[src/rtl/uart_rx_pkg.sv]
// Shared types and helpers for the oversampling UART receiver.
// Assumes nothing beyond a single clock domain.
package uart_rx_pkg;

    typedef enum logic [1:0] {
        ST_IDLE  = 2'd0,
        ST_START = 2'd1,
        ST_DATA  = 2'd2,
        ST_STOP  = 2'd3
    } rx_state_e;

    // Two-of-three vote over centre samples.
    function automatic logic vote3(input logic a, input logic b, input logic c);
        return (a & b) | (a & c) | (b & c);
    endfunction

endpackage

[src/rtl/uart_rx_sync.sv]
// Flop synchronizer for the asynchronous serial line.
// Assumes the idle level is high, so every stage resets to one.
module uart_rx_sync #(
    parameter int STAGES = 2
) (
    input  logic clk,
    input  logic rst_n,
    input  logic din,
    output logic dout
);
    logic [STAGES-1:0] chain;

    // Shift the raw line through the synchronizer chain.
    always_ff @(posedge clk) begin
        if (!rst_n) chain <= '1;
        else        chain <= {chain[STAGES-2:0], din};
    end

    assign dout = chain[STAGES-1];
endmodule

[src/rtl/uart_rx_tick.sv]
// Sample-strobe generator. It splits each bit of div cycles into OSR
// intervals of floor(div/OSR) cycles and stretches the last (div mod OSR)
// intervals by one cycle each. It clamps to one cycle per interval when
// div < OSR. A restart starts interval 0. The generator counts while run is high.
module uart_rx_tick #(
    parameter int OSR    = 16,
    parameter int DIV_W  = 16,
    parameter int SIDX_W = $clog2(OSR)
) (
    input  logic              clk,
    input  logic              rst_n,
    input  logic [DIV_W-1:0]  div,
    input  logic              restart,
    input  logic              run,
    output logic              tick,
    output logic [SIDX_W-1:0] sidx
);
    localparam logic [DIV_W-1:0]  OSR_V = DIV_W'(OSR);
    localparam logic [SIDX_W-1:0] LAST  = SIDX_W'(OSR - 1);

    logic [DIV_W-1:0]  base, rem, thresh, cnt, len_nxt, len_first;
    logic [SIDX_W-1:0] idx_nxt;

    // Base spacing and remainder, clamped for small divisors.
    always_comb begin
        if (div < OSR_V) begin
            base = DIV_W'(1);
            rem  = '0;
        end else begin
            base = div / OSR_V;
            rem  = div % OSR_V;
        end
        thresh = OSR_V - rem;
    end

    // Length of the next interval and of interval 0.
    always_comb begin
        idx_nxt   = (sidx == LAST) ? '0 : sidx + SIDX_W'(1);
        len_nxt   = base + DIV_W'(DIV_W'(idx_nxt) >= thresh);
        len_first = base + DIV_W'(thresh == '0);
    end

    assign tick = run && (cnt == '0);

    // Count down the current interval and advance the sample index.
    always_ff @(posedge clk) begin
        if (!rst_n) begin
            cnt  <= '0;
            sidx <= '0;
        end else if (restart) begin
            cnt  <= len_first - DIV_W'(1);
            sidx <= '0;
        end else if (run) begin
            if (cnt == '0) begin
                cnt  <= len_nxt - DIV_W'(1);
                sidx <= idx_nxt;
            end else begin
                cnt <= cnt - DIV_W'(1);
            end
        end
    end

    // Checker state: cycles elapsed in the current bit since restart.
    logic [DIV_W:0] chk_len;
    logic           chk_armed;
    always_ff @(posedge clk) begin
        if (!rst_n) begin
            chk_len   <= '0;
            chk_armed <= 1'b0;
        end else if (restart) begin
            chk_len   <= (DIV_W+1)'(1);
            chk_armed <= 1'b1;
        end else if (!run) begin
            chk_armed <= 1'b0;
        end else if (tick && sidx == LAST) begin
            chk_len <= (DIV_W+1)'(1);
        end else begin
            chk_len <= chk_len + (DIV_W+1)'(1);
        end
    end

    // one full bit of sample intervals spans exactly the bit length.
    a_r2_bit_length: assert property (@(posedge clk) disable iff (!rst_n)
        (chk_armed && tick && sidx == LAST && $stable(div)) |->
        (chk_len == ((div < OSR_V) ? (DIV_W+1)'(OSR) : {1'b0, div})));

    // the strobe never stops for more than one bit while running.
    a_r3_tick_alive: assert property (@(posedge clk) disable iff (!rst_n)
        (chk_armed && run) |-> (chk_len <= (DIV_W+1)'({1'b0, div}) + (DIV_W+1)'(OSR)));
endmodule

[src/rtl/uart_rx_frame.sv]
// Frame sequencer. It detects the start edge, votes over the centre samples,
// shifts data LSB first and checks the stop bit. It assumes line is already
// synchronized and that tick/sidx come from uart_rx_tick.
module uart_rx_frame
    import uart_rx_pkg::*;
#(
    parameter int OSR    = 16,
    parameter int DATA_W = 8,
    parameter int SIDX_W = $clog2(OSR)
) (
    input  logic              clk,
    input  logic              rst_n,
    input  logic              en,
    input  logic              line,
    input  logic              tick,
    input  logic [SIDX_W-1:0] sidx,
    output logic              restart,
    output logic              run,
    output logic [DATA_W-1:0] rx_data,
    output logic              rx_valid,
    output logic              rx_ferr
);
    localparam int BIT_CW = $clog2(DATA_W);
    localparam logic [SIDX_W-1:0] TAP_A = SIDX_W'(OSR/2 - 1);
    localparam logic [SIDX_W-1:0] TAP_B = SIDX_W'(OSR/2);
    localparam logic [SIDX_W-1:0] TAP_C = SIDX_W'(OSR/2 + 1);
    localparam logic [BIT_CW-1:0] LAST_BIT = BIT_CW'(DATA_W - 1);

    rx_state_e         state;
    logic              prev_line, smp_a, smp_b, decide, bitv;
    logic [BIT_CW-1:0] bit_cnt;
    logic [DATA_W-1:0] shreg;

    assign restart = en && (state == ST_IDLE) && prev_line && !line;
    assign run     = (state != ST_IDLE);
    assign decide  = tick && (sidx == TAP_C);
    assign bitv    = vote3(smp_a, smp_b, line);

    // Remember the previous line level for edge detection.
    always_ff @(posedge clk) begin
        if (!rst_n) prev_line <= 1'b1;
        else        prev_line <= line;
    end

    // Capture the first two centre samples of each bit.
    always_ff @(posedge clk) begin
        if (!rst_n) begin
            smp_a <= 1'b1;
            smp_b <= 1'b1;
        end else if (tick) begin
            if (sidx == TAP_A) smp_a <= line;
            if (sidx == TAP_B) smp_b <= line;
        end
    end

    // Frame state machine and output pulses.
    always_ff @(posedge clk) begin
        if (!rst_n) begin
            state    <= ST_IDLE;
            bit_cnt  <= '0;
            shreg    <= '0;
            rx_data  <= '0;
            rx_valid <= 1'b0;
            rx_ferr  <= 1'b0;
        end else begin
            rx_valid <= 1'b0;
            rx_ferr  <= 1'b0;
            if (!en) begin
                state <= ST_IDLE;
            end else begin
                case (state)
                    ST_IDLE: if (restart) state <= ST_START;
                    ST_START: if (decide) begin
                        state   <= bitv ? ST_IDLE : ST_DATA;
                        bit_cnt <= '0;
                    end
                    ST_DATA: if (decide) begin
                        shreg   <= {bitv, shreg[DATA_W-1:1]};
                        bit_cnt <= bit_cnt + BIT_CW'(1);
                        if (bit_cnt == LAST_BIT) state <= ST_STOP;
                    end
                    ST_STOP: if (decide) begin
                        state <= ST_IDLE;
                        if (bitv) begin
                            rx_valid <= 1'b1;
                            rx_data  <= shreg;
                        end else begin
                            rx_ferr <= 1'b1;
                        end
                    end
                    default: state <= ST_IDLE;
                endcase
            end
        end
    end

    // a valid pulse lasts one cycle.
    a_r6_valid_single: assert property (@(posedge clk) disable iff (!rst_n)
        rx_valid |=> !rx_valid);
    // valid and framing error are exclusive.
    a_r7_exclusive: assert property (@(posedge clk) disable iff (!rst_n)
        !(rx_valid && rx_ferr));
    // disabled receiver produces no output next cycle.
    a_r8_quiet_off: assert property (@(posedge clk) disable iff (!rst_n)
        !en |=> (!rx_valid && !rx_ferr));
    // output only follows the stop-bit state.
    a_r6_from_stop: assert property (@(posedge clk) disable iff (!rst_n)
        (rx_valid || rx_ferr) |-> ($past(state) == ST_STOP && state == ST_IDLE));
    // a frame starts only from idle with the line low.
    a_r4_start_low: assert property (@(posedge clk) disable iff (!rst_n)
        ($past(state) == ST_IDLE && state == ST_START) |-> ($past(line) == 1'b0));
endmodule

[src/rtl/uart_os_rx.sv]
// Oversampling UART receiver top. It chains the synchronizer, the sample
// strobe generator and the frame sequencer. It assumes one stop bit, no
// parity, and div held stable while a frame is in flight.
module uart_os_rx #(
    parameter int OSR         = 16,
    parameter int DIV_W       = 16,
    parameter int DATA_W      = 8,
    parameter int SYNC_STAGES = 2
) (
    input  logic              clk,
    input  logic              rst_n,
    input  logic              en,
    input  logic [DIV_W-1:0]  div,
    input  logic              rxd_raw,
    output logic [DATA_W-1:0] rx_data,
    output logic              rx_valid,
    output logic              rx_ferr
);
    localparam int SIDX_W = $clog2(OSR);

    logic              line, restart, run, tick;
    logic [SIDX_W-1:0] sidx;

    uart_rx_sync #(.STAGES(SYNC_STAGES)) u_sync (
        .clk(clk), .rst_n(rst_n), .din(rxd_raw), .dout(line)
    );

    uart_rx_tick #(.OSR(OSR), .DIV_W(DIV_W), .SIDX_W(SIDX_W)) u_tick (
        .clk(clk), .rst_n(rst_n), .div(div), .restart(restart),
        .run(run), .tick(tick), .sidx(sidx)
    );

    uart_rx_frame #(.OSR(OSR), .DATA_W(DATA_W), .SIDX_W(SIDX_W)) u_frame (
        .clk(clk), .rst_n(rst_n), .en(en), .line(line), .tick(tick),
        .sidx(sidx), .restart(restart), .run(run), .rx_data(rx_data),
        .rx_valid(rx_valid), .rx_ferr(rx_ferr)
    );
endmodule

[config.mk]
export PLATFORM = sky130hd
export DESIGN_NAME = uart_os_rx
export DESIGN_NICKNAME = d
export VERILOG_FILES = /design/src/rtl/uart_rx_pkg.sv /design/src/rtl/uart_rx_sync.sv /design/src/rtl/uart_rx_tick.sv /design/src/rtl/uart_rx_frame.sv /design/src/rtl/uart_os_rx.sv
export SDC_FILE = /design/constraint.sdc
export NUM_CORES = 1
export LEC_CHECK = 0
export ABC_CLOCK_PERIOD_IN_PS = 4700
export BUFFER_PORTS_ARGS = -buffer_cell sky130_fd_sc_hd__buf_4
export CORE_MARGIN = 2
export CORE_UTILIZATION = 55
export DETAILED_ROUTE_END_ITERATION = 7
export PLACE_DENSITY = 0.74
export RECOVER_POWER = 50
export SLEW_MARGIN = 20
export SYNTH_ARGS = -nofsm -noshare
export SYNTH_HDL_FRONTEND = slang
export SYNTH_SLANG_ARGS = --single-unit
[constraint.sdc]
create_clock -name clk -period 4.7 [get_ports clk]
set_input_delay 0.235 -clock clk [delete_from_list [all_inputs] [get_ports clk]]
set_output_delay 0.235 -clock clk [all_outputs]
set_load 0.02 [all_outputs]
# --- After elaboration in Yosys (flattened, before gate mapping) ---
# Cells that the tools add are included.
word_totals:
  ff_bits: 48
  latch_bits: 0
  ramBits: 0
  rom_bits: 0
  input_bits: 20
  output_inout_bits: 10
  elab_cells: 81
  n_memories: 0
classes:
  n_addsub: 8
  mul: 0
  div_mod_pow: 0
  n_lt_le_gt_ge: 2
  n_eq_ne: 13
  n_shift: 0
  muxes: 18
  bitwise: 6
  n_reduce_logical: 22
op_table:
  columns: ["op", "count"]
  rows:
  - ["16-bit two-way mux", 3]
  - ["16-bit by 1-bit subtractor with 16-bit output (second input constant)", 3]
  - ["16-bit logical NOT", 2]
  - ["12-bit by 1-bit adder with 13-bit output", 2]
  - ["4-bit by 16-bit >= comparator with 1-bit output", 1]
  - ["16-bit by 5-bit less-than comparator with 1-bit output (second input constant)", 1]
  - ["4-bit == test (second input constant)", 3]
  - ["12-bit two-way mux", 1]
  - ["2-bit two-way mux", 6]
  - ["4-bit AND reduction", 3]
  - ["4-bit two-way mux", 2]
  - ["2-bit by 1-bit != test with 1-bit output (second input constant)", 4]
  - ["2-bit case mux with 4 select lines", 1]
  - ["2-bit AND reduction", 4]
  - ["3-bit two-way mux", 2]
  - ["3-bit case mux with 2 select lines", 1]
  - ["2-bit nonzero test", 3]
  - ["5-bit by 4-bit subtractor with 6-bit output (first input constant)", 1]
  - ["1-bit logical AND", 5]
  - ["5-bit AND reduction", 1]
  - ["4-bit by 1-bit adder with 4-bit output (second input constant)", 1]
  - ["2-bit == test (second input constant)", 2]
  - ["4-bit by 3-bit == test with 1-bit output (second input constant)", 1]
  - ["3-bit by 1-bit adder with 3-bit output (second input constant)", 1]
  - ["other kinds (11)", 15]

# --- Longest topological paths before layout ---
depth:
  word_depth: 9
  depth_mapped: 22
  depth_no_buf: 21

# --- Modules after synthesis ---
# A second synthesis with hierarchy kept.
unflattened:
  cells_unflattened: 390
  area_unflattened_um2: 3213.1
modules_own_cells:
  columns: ["module", "n_inst", "cells_per_inst", "area_per_inst_um2", "seq_area_each_um2"]
  rows:
  - ["uart_rx_tick", 1, 274, 2031.9, 400.4]
  - ["uart_rx_frame", 1, 112, 1128.6, 520.5]
  - ["uart_rx_sync", 1, 4, 52.6, 40.0]

# --- Worst setup path before layout ---
# OpenSTA, ideal clock, no wires.
synth_timing:
  path_kind: "input port to flip-flop"
  from: "input port div[6]"
  to: "register u_tick.cnt[9]"
  setup_time_ns: 0.132
  arrival_time_ns: 3.881
  required_time_ns: 4.568
  slack_ns: 0.686
  path_stages: 21
  n_path_buf: 1
  cell_sequence: "buf_4 nor4_1 nand3_1 nand2_1 ha_1 inv_1 ha_1 a21o_1 a21o_1 a21oi_1 a21oi_1 ha_1 ha_1 or3b_1 a211oi_1 nor4_1 nor3_2 nand4_4 or3_1 nand3_1 a21oi_1"
synth_via:
  elab_chain_cells: 9
  elab_cells_between_ends: 13
  cone_classes: "add/sub: 5; order compare: 2; mux: 5; reduce/logical: 1"
synth_rtl:
  columns: ["element", "line", "rtl"]
  rows:
  - ["start: declaration", "uart_os_rx.sv:13", "input logic [DIV_W-1:0] div,"]
  - ["16-bit by 5-bit less-than comparator with 1-bit output", "uart_rx_tick.sv:26", "if (div < OSR_V) begin"]
  - ["4-bit two-way mux", "uart_rx_tick.sv:26", null]
  - ["5-bit by 4-bit subtractor with 6-bit output", "uart_rx_tick.sv:33", "thresh = OSR_V - rem;"]
  - ["4-bit by 16-bit >= comparator with 1-bit output", "uart_rx_tick.sv:39", "len_nxt = base + DIV_W'(DIV_W'(idx_nxt) >= thresh);"]
  - ["12-bit by 1-bit adder with 13-bit output", "uart_rx_tick.sv:39", null]
  - ["16-bit by 1-bit subtractor with 16-bit output", "uart_rx_tick.sv:55", "cnt <= len_nxt - DIV_W'(1);"]
  - ["16-bit two-way mux", "uart_rx_tick.sv:54", "if (cnt == '0) begin"]
  - ["16-bit two-way mux", "uart_rx_tick.sv:53", "end else if (run) begin"]
  - ["16-bit two-way mux *", "uart_rx_tick.sv:50", "end else if (restart) begin"]
  - ["end signal: assignment", "uart_rx_tick.sv:51", "cnt <= len_first - DIV_W'(1);"]
  - ["end signal: assignment", "uart_rx_tick.sv:55", null]
  - ["end signal: assignment", "uart_rx_tick.sv:58", "cnt <= cnt - DIV_W'(1);"]
  - ["end: declaration", "uart_rx_tick.sv:21", "logic [DIV_W-1:0] base, rem, thresh, cnt, len_nxt, len_first;"]
# Every way passes the cells marked *; elsewhere a longest branch is shown, timed or not. The select of a mux whose other input is x is not followed.
# A chain may end at the register's enable or synchronous reset.

# --- Worst setup path in the final report ---
layout_timing:
  from: "input port div[6]"
  to: "register u_tick.cnt[13]"
# The elaborated chain is that of the path after synthesis.

==> flow_summary.json <==
{
  "status": "finished clean",
  "num_io_pins": 30,
  "dpl.hpwl_mm": 5.789,
  "hold_buffers": 0,
  "antenna_found_initial": 0,
  "num_vias": 3167,
  "dp_cells": 514,
  "clock-root-buffer": "clkbuf_8",
  "synthTopCellsByArea": "dfxtp_1 27%, ha_1 6.8%, nand2_1 5.6%",
  "cp_slowest_cell": "or3b_1",
  "row_count": 29,
  "rsz0062_at_grt": "no",
  "clk_pin_slew_worst_paths_ns": 0.08,
  "port_buffers": 29,
  "die-area_um2": 7029,
  "synth_warnings": 0,
  "yosys.area.top_type": "dfxtp_1",
  "fin_skew_ns": 0.006216,
  "setup_violations": 0,
  "synth-seq-area-share": 0.2741,
  "fin_cells": 522,
  "p_per_area_nw_per_um2": 285.3,
  "drtIter0Drc": 289,
  "cp.arrival_ns": 4.31,
  "post_cts_buffers": 0,
  "async_flop_share": 0,
  "syn_nets": 472,
  "hp-class": "primary input to flop",
  "cp_slowest_stage_delay_ns": 0.34,
  "core_um2": 6241,
  "grt_usage": 0.2307,
  "synth_common_cells": "52 x nand2_1, 48 x dfxtp_1, 42 x nor2_1",
  "vdd_drop_max_mv": 0.2324,
  "place_area_um2": 3671,
  "synth_cell_types": 69,
  "fmax_mhz": 239.7,
  "cts_num_sinks": 48,
  "area_delta_synth_final_pct": 6.388,
  "hold_violations": 0,
  "nNetsFinal": 483,
  "finalCritPeriodShare": 0.8876,
  "yosys.cell_count.top_type": "nand2_1",
  "die_w_um": 83.84,
  "path_buf_inv": 2,
  "relSlewSlack": 0.3589,
  "fillers": 583,
  "crit_path_frequent_cell": "ha_1",
  "power_leakage_nw": 1.465,
  "start_kind": "primary input",
  "cp_top_family": "simple AND/OR/NAND/NOR gates",
  "ys_ff_latch": 48,
  "path_class": "primary input to flop",
  "cp-end-kind": "flop",
  "cts_tree": "yes",
  "final_area_um2": 3730,
  "synth_top_cell_area_share": 0.2741,
  "period_needed_ns": 4.172,
  "path_max_fanout": 13,
  "globalplace.congestion": 0.8744,
  "synth_flop_cell": "dfxtp_1",
  "register_area_um2": 960.9,
  "start_util": 0.5617,
  "synth_edf_count": 0,
  "multi_input_area_um2": 2313,
  "clock_latency_ns": 0.30,
  "dr.pass1.iters": 5,
  "drc_errors": 0,
  "drv_slew": 0,
  "die_y_um": 83.84,
  "first_global_vias": 2985,
  "setup-tns-final_ns": 0,
  "syn-cell-area_um2": 3506,
  "grt_overflow_total": 0,
  "grt_pass1_wl_mm": 13.61,
  "postSynthCellCount": 433,
  "post_route_cells_drive_above_1_share": 0.1169,
  "grt_max_degree": 32,
  "antenna_left": 0,
  "required_ns": 4.84,
  "n_antenna_cell": 0,
  "avgRoutedWirePerCell_um": 15.15,
  "cap_violations": 0,
  "numCtsBuffers": 5,
  "final_core_util": 0.5976,
  "clockBufferDepth": 2,
  "post_cts_resized": 0,
  "cts_max_level": 2,
  "crit_chain": "buf_4 > nor4_1 > nand3_1 > nand2_1 > ha_1 > inv_1 > ha_1 > a21o_1 > a21o_1 > a21oi_1 > a21oi_1 > ha_1 > ha_1 > or3b_1 > a211oi_1 > nor4_1 > nor3_2 > nand4_4 > nor3_2 > nand3b_1 > a31oi_1",
  "r2r_slack_ns": 0.59,
  "vias_per_cell": 6.067,
  "synth_area_per_cell_um2": 8.097,
  "tightest_slew_ns": 0.9606,
  "wirelength_mm": 7.906
}
==> flip-flops by register name, summed over array words and instances (netlist names), named ones only <==
name	count
u_frame.smp_b	1
u_frame.rx_data	8
u_tick.cnt	16
u_frame.state	1
u_frame.bit_cnt	3
u_frame.smp_a	1
u_sync.chain	2
u_frame.rx_ferr	1
u_frame.rx_valid	1
u_frame.prev_line	1
u_tick.sidx	4
u_frame.shreg	8
==> final timing paths <==
check / startpoint / endpoint / cells after the start
worst max-delay path: div[6] / u_tick.cnt[13] / 21
worst min-delay path: rxd_raw / u_sync.chain[0] / 2
worst max register to register: u_tick.sidx[0] / u_tick.cnt[13] / 19
worst min register to register: u_sync.chain[0] / u_sync.chain[1] / 1
==> cells in the final DEF, fill, tap and decap left out, types with 3 or more instances in the layout <==
cell type,synthesis,routed
o21ai_1,3,3
and4_1,4,4
o21ai_0,14,14
or3_1,3,3
clkbuf_8,0,7
clkbuf_1,13,11
a211oi_1,6,6
nand3_1,20,20
and2_1,4,4
a21oi_1,33,33
nand2_1,52,52
nor2b_1,4,4
ha_1,19,19
xnor2_1,9,9
inv_1,13,13
nor2_1,42,42
and3_1,5,5
mux2i_1,16,16
dfxtp_1,48,48
nor3_2,4,4
buf_4,5,19
nand4_1,8,9
nor4_1,9,10
a21o_1,3,3
nor3_1,13,13
nand2b_1,9,9
xor2_1,11,11
nor4_2,4,4
==> metrics by stage <==
step	total power [W]	hold slack, ns	worst slack, ns
after CTS	0.001073	0.1059	0.5055
after floorplan	0.0006872	0.3083	0.6862
after global routing	0.001123	0.1079	0.1436
after detailed placement	0.0007533	0.4019	0.2260
final	0.001064	0.1116	0.5283
after global placement	0.0007484	0.3911	0.3517
==> cells by family after synthesis <==
logic type,synth area share
fa+ha+maj,0.07066
mux,0.05317
flops,0.2741
buf+inv,0.05853
compound gates,0.1706
simple gates,0.3230
xor+xnor,0.04996
==> layer usage <==
layer  global-route usage  routed length (um)  vias up
met5                    0                   0        -
met4              0.05572                  91        0
met3              0.04352                 384       11
met2               0.3891                3791       85
met1               0.3051                3638     1480
li1                     -                   -     1591
==> final cells by class <==
cell class / count / share of cell area
Timing Repair Buffer: 30 / 0.04931
Multi-Input combinational cell: 346 / 0.6203
Sequential cell: 48 / 0.2576
Clock buffer: 7 / 0.02583
Tap cell: 77 / 0.02583
Inverter: 13 / 0.01308
Clock inverter: 1 / 0.008051
==> report_power, final <==
group          internal (W)  leakage [nW]  switching, W  total (W)
registers          0.000414         0.388    0.00000891   0.000423
logic              0.000122          1.01      0.000198   0.000320
clock network      0.000188        0.0645      0.000133   0.000321
Note: power is estimated with default switching activity, not from simulation.
